--- src/rtl/bridge_pkg.sv ---
package bridge_pkg;
   typedef enum logic [1:0] {
      ST_IDLE,
      ST_SETUP,
      ST_STROBE,
      ST_HOLD
   } seq_state_t;

   // local register byte offsets
   localparam int OFF_CTRL   = 'h00;
   localparam int OFF_AUXDIR = 'h02;
   localparam int OFF_AUXDAT = 'h03;
   localparam int OFF_MASK   = 'h05;
   localparam int OFF_STAT   = 'h07;

   // reset control codes
   localparam logic [7:0] RSTC_ASSERT  = 8'hFF;
   localparam logic [7:0] RSTC_REL_A   = 8'h00;
   localparam logic [7:0] RSTC_REL_B   = 8'h40;
endpackage

--- src/rtl/bridge_sync.sv ---
module bridge_sync #(
   parameter int   STAGES  = 2,
   parameter logic RST_VAL = 1'b1
) (
   input  logic clk,
   input  logic rst_n,
   input  logic d,
   output logic q
);
   logic [STAGES-1:0] chain;

   always_ff @(posedge clk) begin
      if (!rst_n) chain[0] <= RST_VAL;
      else        chain[0] <= d;
   end

   for (genvar i = 1; i < STAGES; i++) begin : g_stage
      always_ff @(posedge clk) begin
         if (!rst_n) chain[i] <= RST_VAL;
         else        chain[i] <= chain[i-1];
      end
   end

   assign q = chain[STAGES-1];
endmodule

--- src/rtl/bridge_regs.sv ---
module bridge_regs
   import bridge_pkg::*;
#(
   parameter int HA_W    = 8,
   parameter int D_W     = 8,
   parameter int AUX_W   = 8,
   parameter int IRQ_BIT = 4,
   parameter int PG_W    = 2
) (
   input  logic              clk,
   input  logic              rst_n,
   input  logic              wr_en,
   input  logic [HA_W-1:0]   addr,
   input  logic [D_W-1:0]    wdata,
   input  logic              irq_lvl,
   output logic [D_W-1:0]    rdata,
   output logic [AUX_W-1:0]  aux_oe,
   output logic [AUX_W-1:0]  aux_out,
   output logic [PG_W-1:0]   page,
   output logic              per_rst,
   output logic              irq
);
   localparam logic [AUX_W-1:0] IRQ_ONE = AUX_W'(1) << IRQ_BIT;

   logic [D_W-1:0]   ctrl_q;
   logic [D_W-1:0]   mask_q;
   logic [AUX_W-1:0] dir_q;
   logic [AUX_W-1:0] dat_q;
   logic             rst_q;

   always_ff @(posedge clk) begin
      if (!rst_n) begin
         ctrl_q <= D_W'(RSTC_ASSERT);
         mask_q <= '0;
         dir_q  <= '0;
         dat_q  <= '0;
         rst_q  <= 1'b1;
      end else if (wr_en) begin
         if (addr == HA_W'(OFF_CTRL)) begin
            ctrl_q <= wdata;
            if (wdata == D_W'(RSTC_ASSERT))
               rst_q <= 1'b1;
            else if (wdata == D_W'(RSTC_REL_A) || wdata == D_W'(RSTC_REL_B))
               rst_q <= 1'b0;
         end
         if (addr == HA_W'(OFF_AUXDIR)) dir_q  <= wdata[AUX_W-1:0] & ~IRQ_ONE;
         if (addr == HA_W'(OFF_AUXDAT)) dat_q  <= wdata[AUX_W-1:0];
         if (addr == HA_W'(OFF_MASK))   mask_q <= wdata;
      end
   end

   always_comb begin
      rdata = '0;
      if (addr == HA_W'(OFF_CTRL))   rdata = ctrl_q;
      if (addr == HA_W'(OFF_AUXDIR)) rdata = D_W'(dir_q);
      if (addr == HA_W'(OFF_AUXDAT)) rdata = D_W'(dat_q);
      if (addr == HA_W'(OFF_MASK))   rdata = mask_q;
      if (addr == HA_W'(OFF_STAT))   rdata = D_W'(irq_lvl) << IRQ_BIT;
   end

   assign aux_oe  = dir_q;
   assign aux_out = dat_q;
   assign page    = dat_q[PG_W-1:0];
   assign per_rst = rst_q;
   assign irq     = mask_q[IRQ_BIT] & ~irq_lvl;
endmodule

--- src/rtl/bridge_seq.sv ---
module bridge_seq
   import bridge_pkg::*;
#(
   parameter int PA_W       = 6,
   parameter int D_W        = 8,
   parameter int STROBE_CYC = 2
) (
   input  logic            clk,
   input  logic            rst_n,
   input  logic            start,
   input  logic            we,
   input  logic [PA_W-1:0] paddr,
   input  logic [D_W-1:0]  wdata,
   input  logic [D_W-1:0]  per_rdata,
   output logic            busy,
   output logic            fin,
   output logic [D_W-1:0]  cap_data,
   output logic [PA_W-1:0] per_addr,
   output logic [D_W-1:0]  per_wdata,
   output logic            per_rd,
   output logic            per_wr
);
   localparam int CW = $clog2(STROBE_CYC + 1);

   seq_state_t    state;
   logic [CW-1:0] cnt;
   logic          we_q;

   always_ff @(posedge clk) begin
      if (!rst_n) begin
         state     <= ST_IDLE;
         cnt       <= '0;
         we_q      <= 1'b0;
         fin       <= 1'b0;
         cap_data  <= '0;
         per_addr  <= '0;
         per_wdata <= '0;
         per_rd    <= 1'b0;
         per_wr    <= 1'b0;
      end else begin
         fin <= 1'b0;
         unique case (state)
            ST_IDLE: if (start) begin
               per_addr  <= paddr;
               per_wdata <= wdata;
               we_q      <= we;
               state     <= ST_SETUP;
            end
            ST_SETUP: begin
               per_rd <= ~we_q;
               per_wr <= we_q;
               cnt    <= CW'(STROBE_CYC - 1);
               state  <= ST_STROBE;
            end
            ST_STROBE: begin
               if (cnt == '0) begin
                  per_rd <= 1'b0;
                  per_wr <= 1'b0;
                  if (!we_q) cap_data <= per_rdata;
                  state <= ST_HOLD;
               end else begin
                  cnt <= cnt - 1'b1;
               end
            end
            ST_HOLD: begin
               fin   <= 1'b1;
               state <= ST_IDLE;
            end
            default: state <= ST_IDLE;
         endcase
      end
   end

   assign busy = (state != ST_IDLE);
endmodule

--- src/rtl/paged_reg_bridge.sv ---
module paged_reg_bridge #(
   parameter int HA_W        = 8,
   parameter int D_W         = 8,
   parameter int AUX_W       = 8,
   parameter int PA_W        = 6,
   parameter int LOW_W       = 4,
   parameter int WIN_BASE    = 'hC0,
   parameter int STROBE_CYC  = 2,
   parameter int SYNC_STAGES = 2,
   parameter int IRQ_BIT     = 4
) (
   input  logic             clk,
   input  logic             rst_n,
   input  logic             host_req,
   input  logic             host_we,
   input  logic [HA_W-1:0]  host_addr,
   input  logic [D_W-1:0]   host_wdata,
   output logic [D_W-1:0]   host_rdata,
   output logic             host_done,
   output logic             host_busy,
   output logic [PA_W-1:0]  per_addr,
   output logic [D_W-1:0]   per_wdata,
   input  logic [D_W-1:0]   per_rdata,
   output logic             per_rd,
   output logic             per_wr,
   output logic             per_rst,
   input  logic             per_irq_n,
   output logic [AUX_W-1:0] aux_oe,
   output logic [AUX_W-1:0] aux_out,
   output logic             irq
);
   localparam int PG_W     = PA_W - LOW_W;
   localparam int WIN_SPAN = 1 << (LOW_W + 2);
   localparam int WIN_END  = WIN_BASE + WIN_SPAN;

   if (PG_W < 1 || PG_W > AUX_W) begin : g_bad_page
      $error("page width must be 1..AUX_W");
   end
   if (LOW_W + 2 > HA_W || WIN_END > (1 << HA_W)) begin : g_bad_win
      $error("window does not fit the host address space");
   end
   if (IRQ_BIT >= AUX_W || IRQ_BIT >= D_W || AUX_W > D_W) begin : g_bad_irq
      $error("interrupt bit or aux width out of range");
   end
   if (STROBE_CYC < 1 || SYNC_STAGES < 2) begin : g_bad_timing
      $error("strobe needs one cycle, synchroniser two stages");
   end

   logic              in_win;
   logic              accept;
   logic              seq_fin;
   logic [D_W-1:0]    seq_data;
   logic [D_W-1:0]    loc_rdata;
   logic [D_W-1:0]    loc_rdata_q;
   logic              loc_done_q;
   logic              irq_lvl;
   logic [PG_W-1:0]   page;

   assign in_win = ({1'b0, host_addr} >= (HA_W+1)'(WIN_BASE)) &&
                   ({1'b0, host_addr} <  (HA_W+1)'(WIN_END));
   assign accept = host_req & ~host_busy;

   bridge_sync #(.STAGES(SYNC_STAGES), .RST_VAL(1'b1)) u_sync (
      .clk(clk), .rst_n(rst_n), .d(per_irq_n), .q(irq_lvl)
   );

   bridge_regs #(
      .HA_W(HA_W), .D_W(D_W), .AUX_W(AUX_W), .IRQ_BIT(IRQ_BIT), .PG_W(PG_W)
   ) u_regs (
      .clk(clk), .rst_n(rst_n),
      .wr_en(accept & ~in_win & host_we),
      .addr(host_addr), .wdata(host_wdata), .irq_lvl(irq_lvl),
      .rdata(loc_rdata), .aux_oe(aux_oe), .aux_out(aux_out),
      .page(page), .per_rst(per_rst), .irq(irq)
   );

   bridge_seq #(.PA_W(PA_W), .D_W(D_W), .STROBE_CYC(STROBE_CYC)) u_seq (
      .clk(clk), .rst_n(rst_n),
      .start(accept & in_win), .we(host_we),
      .paddr({page, host_addr[LOW_W+1:2]}),
      .wdata(host_wdata), .per_rdata(per_rdata),
      .busy(host_busy), .fin(seq_fin), .cap_data(seq_data),
      .per_addr(per_addr), .per_wdata(per_wdata),
      .per_rd(per_rd), .per_wr(per_wr)
   );

   always_ff @(posedge clk) begin
      if (!rst_n) begin
         loc_done_q  <= 1'b0;
         loc_rdata_q <= '0;
      end else begin
         loc_done_q  <= accept & ~in_win;
         loc_rdata_q <= (accept & ~in_win & ~host_we) ? loc_rdata : '0;
      end
   end

   assign host_done  = loc_done_q | seq_fin;
   assign host_rdata = seq_fin ? seq_data : loc_rdata_q;
endmodule

--- config.mk ---
export PLATFORM = sky130hd
export DESIGN_NAME = paged_reg_bridge
export DESIGN_NICKNAME = d
export VERILOG_FILES = /design/src/rtl/bridge_pkg.sv /design/src/rtl/bridge_sync.sv /design/src/rtl/bridge_regs.sv /design/src/rtl/bridge_seq.sv /design/src/rtl/paged_reg_bridge.sv
export SDC_FILE = /design/constraint.sdc
export NUM_CORES = 1
export LEC_CHECK = 0
export BUFFER_PORTS_ARGS = -buffer_cell sky130_fd_sc_hd__buf_4
export CORE_MARGIN = 5
export CORE_UTILIZATION = 48
export DETAILED_ROUTE_END_ITERATION = 8
export PLACE_DENSITY = 0.75
export SLEW_MARGIN = 20
export SYNTH_ARGS = -nofsm -noshare
export SYNTH_HDL_FRONTEND = slang
export SYNTH_SLANG_ARGS = --single-unit
--- constraint.sdc ---
create_clock -name clk -period 1.8 [get_ports clk]
set_input_delay 0.18 -clock clk [delete_from_list [all_inputs] [get_ports clk]]
set_output_delay 0.18 -clock clk [all_outputs]
set_load 0.02 [all_outputs]
==> results of run 1 <==
[per-layer routing]
metal	wire, um	vias to the layer above	global-route usage
met1	3493	1144	0.2431
met2	3101	74	0.2604
met4	44	0	0.05955
li1	-	1281	-
met3	446	4	0.05750
met5	0	-	0
[cell usage after synthesis (2+ instances only)]
cell type  number  share of area
dfxtp_1        73           0.47
nand2_1        51          0.062
mux2i_1        32           0.10
nor2b_1        23          0.046
o21ai_0        22          0.036
nand3_1        18          0.029
a21boi_0       16          0.039
clkbuf_1       13          0.016
nor2_1         10          0.012
mux2_2          8          0.029
a22oi_1         7          0.017
inv_1           7         0.0085
ha_1            6          0.024
nand4_1         6          0.012
o2bb2ai_1       6          0.017
buf_2           5         0.0081
a21oi_1         3         0.0048
and2_1          3         0.0061
nand2b_1        3         0.0061
a32oi_1         2         0.0057
buf_4           2         0.0048
nor3_1          2         0.0032
or2_2           2         0.0040
[worst paths after layout]
check                                                   end
worst max-delay path            u_regs.per_rst$_SDFFE_PN1P_
worst min-delay path             u_sync.chain[0]$_SDFF_PN1_
worst max register to register  u_regs.per_rst$_SDFFE_PN1P_
worst min register to register          u_sync.q$_SDFF_PN1_
[flip-flops by register name, summed over array words and instances, names as in the netlist]
name and flops:
u_seq.state 2, u_seq.cnt 2, u_seq.cap_data 8, loc_done_q 1
u_regs.ctrl_q 8, u_seq.we_q 1, u_seq.per_addr 6, u_sync.chain 1
loc_rdata_q 8, u_seq.fin 1, u_seq.per_wr 1, u_regs.aux_out 8
u_sync.q 1, u_regs.mask_q 8, u_seq.per_rd 1, u_regs.aux_oe 7
u_seq.per_wdata 8, u_regs.per_rst 1
[cell type report]
cell class,instances,area [um^2]
timing repair buffer,79,596.8
fill,565,2395
multi-input combinational,232,1529
tap,77,96.34
inverter,7,26.28
clock buffer,14,172.7
sequential,73,1463
clock inverter,2,35.03
[what timing repair did]
| action | CTS | global route |
|---|---|---|
| resized for setup | 0 | 5 |
| setup endpoints to repair | 0 | 21 |
| buffers inserted | 0 | 0 |
| hold endpoints to repair | 0 | 0 |
[power by group]
| group | internal [uW] | leakage [uW] | switching, uW | total [uW] |
|---|---|---|---|---|
| clock network | 754 | 0.000107 | 570 | 1320 |
| registers | 1710 | 0.000591 | 56.8 | 1760 |
| logic | 328 | 0.00105 | 405 | 733 |
[logic make-up (layout without fill, tap and decap cells)]
group,Yosys count,count (layout),synth area share
flip-flops,73,73,0.4715
adder cells (fa/ha/maj),6,6,0.02422
AND/OR/NAND/NOR,128,128,0.2103
other,1,1,0.001210
AO/OA/AOI/OAI,57,57,0.1219
multiplexers,40,40,0.1324
buffers and inverters,28,102,0.03835
[through the flow]
stage          hold slack (ns)    util  cells  instance area (um^2)
5_1_grt                0.02549  0.6207    484                  3919
3_3_place_gp            0.3652  0.5854    468                  3696
6_report               0.02616  0.6207    484                  3919
3_5_place_dp            0.3748  0.5854    468                  3696
2_1_floorplan           0.2678       -    333                  3099
4_1_cts                0.01761  0.6183    484                  3904
[cells in the final DEF (no fill, tap or decap), drive strengths merged, types with 8 or more instances in the layout]
cell | Yosys | final
nor2 | 10 | 10
o21ai | 22 | 22
mux2i | 32 | 32
dfxtp | 73 | 73
nand3 | 18 | 18
buf | 8 | 79
nor2b | 23 | 23
clkbuf | 13 | 14
mux2 | 8 | 8
nand2 | 51 | 51
a21boi | 16 | 16
[worst register-to-register path, delay by kind of cell, from the launching register on]
family / cells / cell delay (ns)
buffers and inverters: 1 / 0.10
and+or+nand+nor: 4 / 0.97
DFF: 1 / 0.34
adders and majority gates: 1 / 0.17
==> qor.csv, run 1 <==
metric;value;unit
synth-seq-cells;73;
initial_core_util;0.4909;
cpLargestDelayFamily;simple AND/OR/NAND/NOR gates;
clock-sinks;73;
startpoint_type;register;
areaGrowthSynthToFinish;26.44;%
arrival;1.92;ns
clock_path_buffers;2;
firstDrtPassIters;4;
synth_area;3099;um^2
power_leakage;0.001752;uW
fp.dieH;90.36;um
clockRootBuffer;clkbuf_8;
synth-async-reset-ratio;0;
required;2.08;ns
max_cap_viol_count;0;
numCtsBuffers;9;
antenna_found_initial;0;
drc;0;
drv_slew;0;
fin_ws;0.1569;ns
final.period_utilization;0.9129;
diodes;0;
grt_util_all_layers;0.1768;
status;completed;
syn_nets;368;
min_path_cells;2;
timing.fmax;608.6;MHz
grt_max_degree;48;
ir_drop;0.0007074;V
r2r_slack;0.16;ns
dp_hpwl;5121;um
fin_crit;1.643;ns
worstSkewPairLatency;0.34;ns
fin_total_pwr;3820;uW
grt_pass1_wl;11950;um
slowest_delay;0.41;ns
htreeDepth;3;
dieArea;8164;um^2
first_global_vias;2505;
worstSetupPathType;register to register;
cts_hold_buf;0;
wire_per_inst;14.64;um
rsz0062_at_grt;false;
vias_per_cell;5.171;
core;6314;um^2
yosysUniqueCellTypes;36;
ys_seq_area_frac;0.4715;
synth_edf_count;0;
worstPathCellList;inv_1 > ha_1 > and4bb_2 > nand4_1 > or3_1 > nand3_1;
nets;437;
hp-start;per_irq_n;
avgSynthCellArea;9.307;um^2
io_pins;73;
yosys_most_used_dff;dfxtp_1;
gp_congestion;0.8257;
yosys_warnings;0;
fin_skew;0.002392;ns
cp_num_cells;6;
r2r_start;u_seq.state[0]$_SDFFE_PN0P_;
ant_nets;0;
grt_overflow;0;
synthCells;333;
crit_slowest_cell;or3_1;
tns;0;ns
place_ws;0.09585;ns
drive_gt1_frac;0.2678;
cts_tree;built;
port-buffer-count;71;
rows;29;
wl;7085;um
die_w;90.36;um
critPathLaunch;u_seq.state[0]$_SDFFE_PN0P_;
power_density;974.9;nW/um^2
cp_max_fo;5;
rr_worst_depth;6;
hold_violations;0;
crit_buf_inv;1;
hp-class;input port to register;
end_kind;register;
vias;2503;
finalSetupViolCount;0;
clk_pin_slew_worst_paths;0.07;ns
drt-initial-drc-count;124;
(Power assumes the default switching activity.)
==> run 2: changes to the inputs <==
--- a/config.mk
+++ b/config.mk
@@ -10,6 +10,7 @@
 export CORE_UTILIZATION = 48
 export DETAILED_ROUTE_END_ITERATION = 8
 export PLACE_DENSITY = 0.75
+export REMOVE_ABC_BUFFERS = 1
 export SLEW_MARGIN = 20
 export SYNTH_ARGS = -nofsm -noshare
 export SYNTH_HDL_FRONTEND = slang
==> qor.csv, run 2 (synthesis results as in run 1) <==
metric;value;unit
status;completed;
worstSkewPairLatency;0.35;ns
grt_overflow;0;
wl;7357;um
fin_area;3910;um^2
worstSetupPathType;register to register;
fillCellCount;587;
hold_end;u_sync.chain[0]$_SDFF_PN1_;
r2r_start;u_seq.state[0]$_SDFFE_PN0P_;
cts_tree;built;
clockRootBuffer;clkbuf_8;
mostFrequentLayoutCells;buf_4 (83), dfxtp_1 (73), nand2_1 (51), mux2i_1 (32), nor2b_1 (23);
die_w;90.36;um
grt_use_met1;0.2252;
clk_pin_slew_worst_paths;0.07;ns
finalSetupViolCount;0;
clock-sinks;73;
cp_max_fo;4;
firstDrtPassIters;4;
areaGrowthSynthToFinish;26.16;%
wire_per_inst;15.08;um
hp-class;input port to register;
power_density;922.8;nW/um^2
rsz0062_at_grt;false;
ant_nets;0;
drt-initial-drc-count;113;
dp_hpwl;5327;um
vias_per_cell;5.359;
arrival;1.95;ns
initial_core_util;0.4909;
timing.fmax;601.3;MHz
antenna_found_initial;0;
first_global_vias;2529;
power_leakage;0.001763;uW
drive_gt1_frac;0.2749;
dpl_cell_area;3731;um^2
tns;0;ns
vias;2615;
fin_crit;1.663;ns
worstReg2RegEnd;u_regs.per_rst$_SDFFE_PN1P_;
grt_util_all_layers;0.1779;
met3_usage;0.05083;
required;2.09;ns
max_cap_viol_count;0;
drc;0;
grt_util_met2;0.2860;
end_kind;register;
mostFrequentLayoutCell;buf_4;
nets;442;
core;6314;um^2
r2r_slack;0.14;ns
ir_drop;0.0006149;V
final.period_utilization;0.9239;
min_path_cells;2;
grt_max_degree;33;
startpoint_type;register;
fp.dieH;90.36;um
crit_slowest_cell;or3_1;
gp_congestion;0.8132;
drv_slew;0;
hp-start;per_irq_n;
cpLargestDelayFamily;simple AND/OR/NAND/NOR gates;
crit_buf_inv;1;
fin_skew;0.007829;ns
port-buffer-count;71;
diodes;0;
slowest_delay;0.43;ns
clock_path_buffers;2;
grt_pass1_wl;11920;um
hold_violations;0;
worstPathCellList;inv_2 > ha_1 > and4bb_2 > nand4_1 > or3_1 > nand3_1;
numCtsBuffers;9;
grt.busiest_layer;met2;
dieArea;8164;um^2
htreeDepth;3;
io_pins;73;
rows;29;
rr_worst_depth;6;
-- run 2: repair_timing --
item	4_1_cts	5_1_grt
setup buffers	0	2
gates resized for setup	0	4
setup endpoints to repair	0	19
hold buffers	0	0
-- run 2: worst max path at each step --
stage                                            from                            end  slack [ns]  cells past startpoint
after floorplan           u_seq.state[0]$_SDFFE_PN0P_    u_regs.per_rst$_SDFFE_PN1P_       -0.13                      6
after global placement    u_seq.state[0]$_SDFFE_PN0P_  u_regs.mask_q[2]$_SDFFE_PN0P_        0.16                      6
after detailed placement  u_seq.state[0]$_SDFFE_PN0P_    u_seq.state[0]$_SDFFE_PN0P_        0.10                      6
after CTS                 u_seq.state[0]$_SDFFE_PN0P_    u_seq.state[0]$_SDFFE_PN0P_        0.08                      6
after global routing      u_seq.state[0]$_SDFFE_PN0P_  u_regs.ctrl_q[1]$_SDFFE_PN1P_       0.003                      7
final                     u_seq.state[0]$_SDFFE_PN0P_    u_regs.per_rst$_SDFFE_PN1P_        0.14                      6
-- run 2: power by group --
| part | internal, uW | switching, uW |
|---|---|---|
| Sequential | 1700 | 60.1 |
| Clock | 527 | 574 |
| Combinational | 338 | 405 |
-- run 2: per-layer routing --
layer  wire [um]  vias up
li1            -     1302
met1        3447     1235
met2        3438       67
met3         360       11
met4         111        0
met5           0        -
-- run 2: area by class of cell --
| type | instances | area [um^2] | area share |
|---|---|---|---|
| well taps | 77 | 96.34 | 0.02464 |
| inverters | 7 | 26.28 | 0.006720 |
| clock buffers | 12 | 145.1 | 0.03712 |
| multi-input cells | 232 | 1520 | 0.3888 |
| repair buffers | 84 | 643.1 | 0.1645 |
| flip-flops and latches | 73 | 1461 | 0.3738 |
| clock inverters | 3 | 17.52 | 0.004480 |
-- run 2: worst register-to-register path, cell delays in order (launching register included) --
cell	delay [ns]
dfxtp_1	0.36
inv_2	0.09
ha_1	0.16
and4bb_2	0.28
nand4_1	0.20
or3_1	0.43
nand3_1	0.09
-- run 2: through the flow --
stage          setup WS (ns)  instances  power (uW)    util  hold slack (ns)
2_1_floorplan        -0.1316        312        2232       -           0.2419
3_3_place_gp          0.1626        471        2502  0.5910           0.3673
3_5_place_dp          0.1027        471        2531  0.5910           0.3694
5_1_grt             0.002754        488        3780  0.6193         0.008518
4_1_cts              0.08303        486        3617  0.6167          0.01410
6_report              0.1371        488        3608  0.6193          0.02029
